## config.mk

```make
export PLATFORM = sky130hd
export DESIGN_NAME = pm_evt_block
export DESIGN_NICKNAME = d
export VERILOG_FILES = /design/src/rtl/pm_evt_pkg.sv /design/src/rtl/pm_win_decode.sv /design/src/rtl/pm1_evt_regs.sv /design/src/rtl/pm_gpe_bank.sv /design/src/rtl/pm_evt_block.sv
export SDC_FILE = /design/constraint.sdc
export NUM_CORES = 1
export LEC_CHECK = 0
export BUFFER_PORTS_ARGS = -buffer_cell sky130_fd_sc_hd__clkbuf_2
export CAP_MARGIN = 20
export CORE_AREA = 2 2 287 289
export CTS_BUF_LIST = sky130_fd_sc_hd__clkbuf_8
export DETAILED_ROUTE_END_ITERATION = 8
export DIE_AREA = 0 0 289 291
export MAX_ROUTING_LAYER = met4
export PLACE_DENSITY = 0.48
export REMOVE_ABC_BUFFERS = 1
export SLEW_MARGIN = 25
export SYNTH_ARGS = -nofsm -noshare
export SYNTH_HDL_FRONTEND = slang
export SYNTH_HIERARCHICAL = 1
export SYNTH_SLANG_ARGS = --single-unit
```

## constraint.sdc

```tcl
create_clock -name clk -period 4.5 [get_ports clk]
set_input_delay 0.9 -clock clk [delete_from_list [all_inputs] [get_ports clk]]
set_output_delay 0.9 -clock clk [all_outputs]
set_load 0.01 [all_outputs]
```

## src/rtl/pm_evt_pkg.sv

```systemverilog
package pm_evt_pkg;

  localparam int WIN_W     = 7;
  localparam int BUS_BYTES = 4;
  localparam int BUS_W     = BUS_BYTES * 8;
  localparam int EVT_W     = 16;
  localparam int GPE_IDX_W = 4;
  localparam int GPE_BYTES = 1 << GPE_IDX_W;
  localparam int GPE_HALF  = GPE_BYTES / 2;
  localparam int GPE_EVT_W = GPE_HALF * 8;

  localparam logic [WIN_W-1:0] OFF_STS = 7'h00;
  localparam logic [WIN_W-1:0] OFF_EN  = 7'h02;
  localparam logic [WIN_W-1:0] OFF_CNT = 7'h04;
  localparam logic [WIN_W-1:0] OFF_GPE = 7'h20;
  localparam logic [WIN_W-1:0] OFF_SMI = 7'h30;

  localparam logic [1:0] SZ_BYTE  = 2'd0;
  localparam logic [1:0] SZ_WORD  = 2'd1;
  localparam logic [1:0] SZ_DWORD = 2'd2;

  localparam int BIT_TMR    = 0;
  localparam int BIT_GBL    = 5;
  localparam int BIT_PWRBTN = 8;
  localparam int BIT_AUX    = 9;
  localparam int BIT_RTC    = 10;

  localparam logic [EVT_W-1:0] SCI_MASK =
    EVT_W'((1 << BIT_TMR) | (1 << BIT_GBL) | (1 << BIT_PWRBTN) | (1 << BIT_RTC));

  typedef enum logic [2:0] {
    TGT_NONE,
    TGT_STS,
    TGT_EN,
    TGT_CNT,
    TGT_GPE,
    TGT_SMI
  } tgt_e;

  typedef struct packed {
    tgt_e                 tgt;
    logic [GPE_IDX_W-1:0] idx;
  } lane_t;

  localparam lane_t LANE_NONE = '{tgt: TGT_NONE, idx: '0};

  // A single byte: only the event bank answers.
  function automatic lane_t byte_target(input logic [WIN_W-1:0] off);
    lane_t r;
    r = LANE_NONE;
    if (off[WIN_W-1:GPE_IDX_W] == OFF_GPE[WIN_W-1:GPE_IDX_W]) begin
      r.tgt = TGT_GPE;
      r.idx = off[GPE_IDX_W-1:0];
    end
    return r;
  endfunction

  // A word: a word register if one sits there, else two bytes.
  function automatic lane_t word_target(input logic [WIN_W-1:0] woff,
                                        input logic hi);
    lane_t r;
    r = LANE_NONE;
    if (woff == OFF_STS) begin
      r.tgt = TGT_STS; r.idx = {{(GPE_IDX_W-1){1'b0}}, hi};
    end else if (woff == OFF_EN) begin
      r.tgt = TGT_EN;  r.idx = {{(GPE_IDX_W-1){1'b0}}, hi};
    end else if (woff == OFF_CNT) begin
      r.tgt = TGT_CNT; r.idx = {{(GPE_IDX_W-1){1'b0}}, hi};
    end else begin
      r = byte_target(woff + {{(WIN_W-1){1'b0}}, hi});
    end
    return r;
  endfunction

  // Resolve one bus lane of one access to a register byte.
  function automatic lane_t lane_map(input logic [WIN_W-1:0] off,
                                     input logic [1:0] size,
                                     input logic [1:0] lane);
    lane_t r;
    r = LANE_NONE;
    case (size)
      SZ_BYTE:  if (lane == 2'd0) r = byte_target(off);
      SZ_WORD:  if (!lane[1]) r = word_target(off, lane[0]);
      SZ_DWORD: begin
        if (off == OFF_SMI) begin
          r.tgt = TGT_SMI;
          r.idx = {{(GPE_IDX_W-2){1'b0}}, lane};
        end else begin
          r = word_target(off + {{(WIN_W-2){1'b0}}, lane[1], 1'b0}, lane[0]);
        end
      end
      default: r = LANE_NONE;
    endcase
    return r;
  endfunction

  function automatic logic sci_level(input logic [EVT_W-1:0] sts,
                                     input logic [EVT_W-1:0] en);
    return |(sts & en & SCI_MASK);
  endfunction

  function automatic logic timer_armed(input logic [EVT_W-1:0] sts,
                                       input logic [EVT_W-1:0] en);
    return en[BIT_TMR] & ~sts[BIT_TMR];
  endfunction

endpackage

```

## src/rtl/pm_win_decode.sv

```systemverilog
module pm_win_decode
  import pm_evt_pkg::*;
#(
  parameter int ADDR_W = 16
) (
  input  logic [ADDR_W-1:0]           base_addr,
  input  logic                        req_valid,
  input  logic [1:0]                  req_size,
  input  logic [ADDR_W-1:0]           req_addr,
  output logic                        hit,
  output lane_t [BUS_BYTES-1:0]       lanes
);

  logic             base_ok;
  logic [WIN_W-1:0] off;

  assign base_ok = (base_addr != '0) && (base_addr[WIN_W-1:0] == '0);
  assign off     = req_addr[WIN_W-1:0];
  assign hit     = req_valid && base_ok &&
                   (req_addr[ADDR_W-1:WIN_W] == base_addr[ADDR_W-1:WIN_W]);

  for (genvar i = 0; i < BUS_BYTES; i++) begin : g_lane
    assign lanes[i] = lane_map(off, req_size, 2'(i));
  end

endmodule

```

## src/rtl/pm1_evt_regs.sv

```systemverilog
module pm1_evt_regs
  import pm_evt_pkg::*;
#(
  parameter int W = EVT_W
) (
  input  logic               clk,
  input  logic               rst_n,
  input  logic [W-1:0]       sts_set,
  input  logic [W-1:0]       sts_clr,
  input  logic [W/8-1:0]     en_be,
  input  logic [W-1:0]       en_wd,
  input  logic [W/8-1:0]     cnt_be,
  input  logic [W-1:0]       cnt_wd,
  output logic [W-1:0]       sts,
  output logic [W-1:0]       en,
  output logic [W-1:0]       cnt
);

  localparam int NB = W / 8;

  always_ff @(posedge clk) begin
    if (!rst_n) sts <= '0;
    else        sts <= (sts & ~sts_clr) | sts_set;
  end

  for (genvar b = 0; b < NB; b++) begin : g_byte
    always_ff @(posedge clk) begin
      if (!rst_n) begin
        en[b*8 +: 8]  <= '0;
        cnt[b*8 +: 8] <= '0;
      end else begin
        if (en_be[b])  en[b*8 +: 8]  <= en_wd[b*8 +: 8];
        if (cnt_be[b]) cnt[b*8 +: 8] <= cnt_wd[b*8 +: 8];
      end
    end
  end

endmodule

```

## src/rtl/pm_gpe_bank.sv

```systemverilog
module pm_gpe_bank
  import pm_evt_pkg::*;
#(
  parameter int HALF = GPE_HALF
) (
  input  logic                         clk,
  input  logic                         rst_n,
  input  logic [HALF*8-1:0]            evt,
  input  logic [2*HALF-1:0]            we,
  input  logic [2*HALF-1:0][7:0]       wd,
  output logic [2*HALF-1:0][7:0]       q
);

  for (genvar i = 0; i < 2*HALF; i++) begin : g_byte
    if (i < HALF) begin : g_sts
      logic [7:0] clr;
      assign clr = we[i] ? wd[i] : 8'h00;
      always_ff @(posedge clk) begin
        if (!rst_n) q[i] <= '0;
        else        q[i] <= (q[i] & ~clr) | evt[i*8 +: 8];
      end
    end else begin : g_en
      always_ff @(posedge clk) begin
        if (!rst_n)     q[i] <= '0;
        else if (we[i]) q[i] <= wd[i];
      end
    end
  end

endmodule

```

## src/rtl/pm_evt_block.sv

```systemverilog
module pm_evt_block
  import pm_evt_pkg::*;
#(
  parameter int ADDR_W = 16
) (
  input  logic                 clk,
  input  logic                 rst_n,
  input  logic [ADDR_W-1:0]    base_addr,
  input  logic                 req_valid,
  input  logic                 req_write,
  input  logic [1:0]           req_size,
  input  logic [ADDR_W-1:0]    req_addr,
  input  logic [BUS_W-1:0]     req_wdata,
  input  logic                 tmr_ovf,
  input  logic                 pwrbtn_req,
  input  logic                 rtc_alarm,
  input  logic                 gbl_rls,
  input  logic                 aux_evt,
  input  logic [GPE_EVT_W-1:0] gpe_evt,
  output logic                 rsp_valid,
  output logic [BUS_W-1:0]     rsp_rdata,
  output logic                 sci,
  output logic                 tmr_arm
);

  logic                        hit;
  lane_t [BUS_BYTES-1:0]       lanes;
  logic                        wr_hit;
  logic                        rd_hit;

  logic [EVT_W-1:0]            pm1_sts;
  logic [EVT_W-1:0]            pm1_en;
  logic [EVT_W-1:0]            pm1_cnt;
  logic [EVT_W-1:0]            pm1_set;
  logic [EVT_W-1:0]            sts_clr;
  logic [EVT_W/8-1:0]          en_be;
  logic [EVT_W-1:0]            en_wd;
  logic [EVT_W/8-1:0]          cnt_be;
  logic [EVT_W-1:0]            cnt_wd;

  logic [GPE_BYTES-1:0]        gpe_we;
  logic [GPE_BYTES-1:0][7:0]   gpe_wd;
  logic [GPE_BYTES-1:0][7:0]   gpe_q;

  logic [BUS_W-1:0]            smi_en;
  logic [BUS_BYTES-1:0]        smi_be;
  logic [BUS_W-1:0]            rd_next;

  pm_win_decode #(.ADDR_W(ADDR_W)) u_dec (
    .base_addr (base_addr),
    .req_valid (req_valid),
    .req_size  (req_size),
    .req_addr  (req_addr),
    .hit       (hit),
    .lanes     (lanes)
  );

  assign wr_hit = hit && req_write;
  assign rd_hit = hit && !req_write;

  // Event sources into the status word.
  always_comb begin
    pm1_set             = '0;
    pm1_set[BIT_TMR]    = tmr_ovf;
    pm1_set[BIT_GBL]    = gbl_rls;
    pm1_set[BIT_PWRBTN] = pwrbtn_req;
    pm1_set[BIT_AUX]    = aux_evt;
    pm1_set[BIT_RTC]    = rtc_alarm;
  end

  // Route each write lane to its register byte.
  always_comb begin
    sts_clr = '0;
    en_be   = '0;
    en_wd   = '0;
    cnt_be  = '0;
    cnt_wd  = '0;
    gpe_we  = '0;
    gpe_wd  = '0;
    smi_be  = '0;
    for (int i = 0; i < BUS_BYTES; i++) begin
      if (wr_hit) begin
        case (lanes[i].tgt)
          TGT_STS: sts_clr[lanes[i].idx[0]*8 +: 8] = req_wdata[i*8 +: 8];
          TGT_EN: begin
            en_be[lanes[i].idx[0]]           = 1'b1;
            en_wd[lanes[i].idx[0]*8 +: 8]    = req_wdata[i*8 +: 8];
          end
          TGT_CNT: begin
            cnt_be[lanes[i].idx[0]]          = 1'b1;
            cnt_wd[lanes[i].idx[0]*8 +: 8]   = req_wdata[i*8 +: 8];
          end
          TGT_GPE: begin
            gpe_we[lanes[i].idx]             = 1'b1;
            gpe_wd[lanes[i].idx]             = req_wdata[i*8 +: 8];
          end
          TGT_SMI: smi_be[lanes[i].idx[1:0]] = 1'b1;
          default: ;
        endcase
      end
    end
  end

  pm1_evt_regs #(.W(EVT_W)) u_pm1 (
    .clk     (clk),
    .rst_n   (rst_n),
    .sts_set (pm1_set),
    .sts_clr (sts_clr),
    .en_be   (en_be),
    .en_wd   (en_wd),
    .cnt_be  (cnt_be),
    .cnt_wd  (cnt_wd),
    .sts     (pm1_sts),
    .en      (pm1_en),
    .cnt     (pm1_cnt)
  );

  pm_gpe_bank #(.HALF(GPE_HALF)) u_gpe (
    .clk   (clk),
    .rst_n (rst_n),
    .evt   (gpe_evt),
    .we    (gpe_we),
    .wd    (gpe_wd),
    .q     (gpe_q)
  );

  for (genvar b = 0; b < BUS_BYTES; b++) begin : g_smi
    always_ff @(posedge clk) begin
      if (!rst_n)         smi_en[b*8 +: 8] <= '0;
      else if (smi_be[b]) smi_en[b*8 +: 8] <= req_wdata[b*8 +: 8];
    end
  end

  // Gather read lanes.
  always_comb begin
    rd_next = '0;
    for (int i = 0; i < BUS_BYTES; i++) begin
      case (lanes[i].tgt)
        TGT_STS: rd_next[i*8 +: 8] = pm1_sts[lanes[i].idx[0]*8 +: 8];
        TGT_EN:  rd_next[i*8 +: 8] = pm1_en[lanes[i].idx[0]*8 +: 8];
        TGT_CNT: rd_next[i*8 +: 8] = pm1_cnt[lanes[i].idx[0]*8 +: 8];
        TGT_GPE: rd_next[i*8 +: 8] = gpe_q[lanes[i].idx];
        TGT_SMI: rd_next[i*8 +: 8] = smi_en[lanes[i].idx[1:0]*8 +: 8];
        default: rd_next[i*8 +: 8] = 8'h00;
      endcase
    end
  end

  always_ff @(posedge clk) begin
    if (!rst_n) begin
      rsp_valid <= 1'b0;
      rsp_rdata <= '0;
    end else begin
      rsp_valid <= req_valid;
      rsp_rdata <= rd_hit ? rd_next : '0;
    end
  end

  assign sci     = sci_level(pm1_sts, pm1_en);
  assign tmr_arm = timer_armed(pm1_sts, pm1_en);

endmodule

```

### After elaboration in Yosys (flattened, before gate mapping)

Index checks and enable logic that the tools add are counted.

| storage, ports and cells | value |
|---|---|
| register bits | 241 |
| output and inout port bits | 35 |
| word-level logic and storage cells | 335 |

| operators by class | value |
|---|---|
| add/subtract/negate cells | 7 |
| order comparisons | 24 |
| equality and inequality tests | 32 |
| shift operators | 24 |
| mux-type cells | 152 |
| bitwise logic cells | 44 |
| reductions and logical operators | 25 |

Operators by type and width:

| cell | count |
|---|---|
| two-way mux 128 bit | 8 |
| two-way mux 16 bit | 32 |
| bitwise mux 128 bit | 3 |
| variable part select 16 x 5 -> 8 bit | 12 |
| case mux 8 bit (5 select lines) | 4 |
| two-way mux 7 bit | 22 |
| bitwise mux 16 bit | 9 |
| negation 4 -> 34 bit | 4 |
| variable shift 8 x 34 -> 16 bit, first input constant | 4 |
| variable part select 8 x 34 -> 16 bit | 4 |
| AND 128 bit | 1 |
| binary-select mux 8 bit (select 4 bit) | 4 |
| demux 8 bit (select 4 bit) | 4 |
| two-way mux 8 bit | 16 |
| variable part select 32 x 6 -> 8 bit | 4 |
| AND 8 bit | 8 |
| inverter 8 bit | 8 |
| OR 8 bit | 8 |
| OR 16 bit | 3 |
| equality test 3 x 2 -> 1 bit, second input constant | 12 |
| AND 16 bit | 2 |
| two-way mux 2 bit | 16 |
| two-way mux 4 bit | 8 |
| equality test 3 bit, second input constant | 8 |
| other kinds (35) | 104 |

### Logic depth before layout (Yosys ltp)

| depth | value |
|---|---|
| depth after elaboration | 27 |
| gate-level depth with buffers | 18 |
| mapped depth without buffers | 14 |

### Hierarchy

The synthesis kept the hierarchy.

By module, submodules not included:

| module | times used | cells each | area an instance (um^2) | sequential area each (um^2) |
|---|---|---|---|---|
| pm_evt_block | 1 | 2055 | 16290.6 | 1301.2 |
| pm_gpe_bank | 1 | 478 | 4878.4 | 2562.5 |
| pm1_evt_regs | 1 | 153 | 1878.1 | 960.9 |
| pm_win_decode | 1 | 158 | 1146.1 | 0.0 |

### Least setup slack after synthesis

OpenSTA, ideal clock, no wires.

| path | value |
|---|---|
| path kind | input-to-reg |
| from | in req_addr[1] |
| to | reg u_gpe/q[88] in the netlist's numbering |
| arrival time | 3.929 ns |
| data required time | 4.384 ns |
| slack | 0.455 ns |
| stages on the path | 16 |
| buffers on the path | 3 |
| cells stage by stage | inv_1 ha_1 nand2b_1 nor2_1 o2111ai_1 and3_4 a21oi_1 clkbuf_1 nand2b_1 nor3_2 clkbuf_1 nand2_1 a31oi_1 clkbuf_2 mux2i_1 nor2b_1 |

RTL lines:

| element | line | RTL |
|---|---|---|
| start, declared | pm_evt_block.sv:12 | `input logic [ADDR_W-1:0] req_addr,` |
| end signal, assigned by index | pm_gpe_bank.sv:25 | `else if (we[i]) q[i] <= wd[i];` |
| end, declared | pm_gpe_bank.sv:11 | `output logic [2*HALF-1:0][7:0] q` |

==> summary.txt <==
Tmin final - 4180 ps
CP max FO - 8
Via Count - 28,552
final cell count without fillers - 4,460
Pins Over Slew Limit - 0
Die Y - 291 microns
outcome - complete, no violations
Cell Area, Synth - 0.0242 sq mm
skew final - 38.8 ps
PwrDens - 198 mW/mm^2
Num CTS Buffers - 54
total die area - 0.0841 sq mm
r2r setup slk - 2460 ps
number of synthesized flops with an enable pin - 0
HP Class - in2reg
register area share after synthesis - 19.9%
Final setup viols - 0
RSZ-0062 raised after global routing - false
CP Capture Type - flip-flop
CTS tree - yes
CTS sink cnt - 241
via count of the first global-routing pass - 27,319
Critical Path RT - 5150 ps
Post-Place Cells - 4,354
initial DRC count - 3,670
Hold Path Cell Cnt - 2
critical path data arrival time - 4830 ps
hold_buf cts - 0
core area - 0.0812 sq mm
Final TNS setup - 0 ps
Yosys cell types - 107
WL/cell - 36.6 microns
cell count after synthesis - 2,844
clk_lat worst skew - 760 ps
worst reg-to-reg path cell count - 5
fin nets - 3,489
# IOs - 174
Most used DFF post-synth - dfxtp_1
Slowest-stage cell, CP - nor3b_1
FFs w/ async S/R, synth - 0%
gr ovfl total - 0
Final Hold Fails - 0
Critical Path Start Type - primary input
RePlAce Congestion - 1.03
Die X - 289 microns
peak supply drop - 0.191 mV
# port buffers - 173
Setup Buffers After CTS - 0
leading area contributor after synthesis - dfxtp_1
Total GRT Usage - 39.2%
FF+latch count, synth - 241
critical path class - in2reg
max incr delay on CP - 440 ps
register clock-pin slew on the reported worst setup and hold paths - 60 ps
DRT Pass-1 Iters - 8
fin crit share - 93.0%
Vias/cell - 6.40
drt drc - 0
first-pass GRT wire length - 224,000 microns
most common library cells after synthesis - 241 x dfxtp_1, 211 x nand2_1, 190 x mux2i_1
Rows - 105
share of cells above drive strength 1 - 33.7%
Max Cap Violations - 0
Final Core Density - 38.3%
most used cell along the critical path - buf_4
Max Root-Sink Buffers - 3
fmax - 239 MHz
initial antenna violation count - 4
CTS H-tree depth - 2
most common cell in the netlist - dfxtp_1
fillers - 8,360
Synth warnings - 6
Area Overhead vs Synth - 28.4%
top post-synthesis cells by area - dfxtp_1 20%, mux4_2 15%, mux2i_1 7.9%
largest net degree at the start of global routing - 147
initial cell density of the core - 29.8%
syn avg cell area - 8.51 sq um
share of the synthesized area in the top cell type - 19.9%
max_slew headroom - 26.3%
leakage - 0.0109 uW
CP cell instances - clkbuf_2, ha_1, buf_4, xnor2_1, nand2_1, a31oi_1, nor2_4, buf_4, buf_4, nor3b_1, nand3_1, nor2_1, buf_4, a221oi_1, a21oi_1, buf_4, mux2i_1, nor2b_1
Final HPWL DP - 128,000 microns
Worst-Margin Slew - 1100 ps
CTS root buf - clkbuf_8
final WL - 163,000 microns
Final ANT Viol Nets - 0
[logic make-up (layout without fill, tap and decap cells)]
family | count (synthesis) | in the layout | synth area share (%)
fa+ha+maj | 10 | 10 | 0.517
compound gates | 909 | 909 | 26.4
xor+xnor | 16 | 16 | 0.579
other cells | 1 | 17 | 0.0155
buf+inv | 385 | 915 | 7.56
simple gates | 889 | 889 | 20.1
flops | 241 | 241 | 19.9
mux | 393 | 393 | 24.9
[report_power, final]
| part | internal (uW) | switching [uW] |
|---|---|---|
| sequential | 2190 | 133 |
| clock | 1660 | 1300 |
| combinational | 339 | 547 |
| total | 4180 | 1980 |
[final cells by class]
class                      instances  area [sq um]  share of cell area, %
multi-input combinational       2228         17700                   57.0
inverter                          91           342                   1.10
clock buffer                      68           936                   3.01
tap                             1070          1340                   4.31
clock inverter                    32           295                  0.950
timing repair buffer             724          5600                   18.0
sequential                       241          4820                   15.5
antenna                            6          15.0                 0.0483
[layout by cell type (no fill, tap or decap), drive strengths merged, types with 27 or more instances in the layout]
| cell type | Yosys | final |
|---|---|---|
| mux2 | 41 | 41 |
| nor3 | 45 | 45 |
| buf | 143 | 552 |
| mux2i | 190 | 190 |
| nor2 | 163 | 163 |
| a211oi | 27 | 27 |
| a31oi | 81 | 81 |
| a21oi | 141 | 141 |
| dfxtp | 241 | 241 |
| o21ai | 202 | 202 |
| or3 | 35 | 35 |
| o221ai | 35 | 35 |
| clkbuf | 151 | 240 |
| o22ai | 88 | 88 |
| nand2 | 211 | 211 |
| a221oi | 125 | 125 |
| o211ai | 37 | 37 |
| mux4 | 162 | 162 |
| nor2b | 188 | 188 |
| and2 | 33 | 33 |
| inv | 90 | 99 |
| nand2b | 28 | 28 |
| nand3 | 47 | 47 |
[metrics by stage]
step	setup slack, ps	total power [uW]	instance area, sq um	hold slack (ps)
2_1_floorplan	-4430	2650	22700	514
3_3_place_gp	-442	3220	29800	540
3_5_place_dp	-487	3220	29800	551
4_1_cts	294	6200	31000	314
5_1_grt	171	6330	31100	353
6_report	315	6160	31100	355
[timing repair]
item                                    CTS  global route
hold endpoints to repair                  0             0
endpoints found under the setup margin    0             1
gates resized for setup                   0             1
[flip-flops by register name, summed over array words and instances, names as in the netlist]
signal     cells
rsp_rdata     32
rsp_valid      1
smi_en        32
u_gpe/q      128
u_pm1/cnt     16
u_pm1/en      16
u_pm1/sts     16
[metal layers]
metal,vias up,GRT usage (%),part of all wire [%]
li1,12004,-,-
met1,14258,52.9,43
met2,1921,56.6,43
met3,369,7.97,9.8
met4,0,16.3,4.6
met5,-,-,0
[path summary, 6_finish.rpt]
| check | startpoint | to |
|---|---|---|
| hold reg to reg | smi_en[21] | smi_en[21] |
| setup / recovery | req_addr[1] | u_gpe/q[107] |
| setup reg to reg | u_pm1/en[0] | rsp_rdata[16] |
| hold / removal | rtc_alarm | u_pm1/sts[10] |
[critical path: cells and delay by family]
kind            cells  cell delay [ps]
compound gates      3              790
fa+ha+maj           1              290
simple gates        6             1200
mux                 1              210
xor+xnor            1              310
buf+inv             6             1110
No activity file was read; power rests on OpenSTA's default activity.
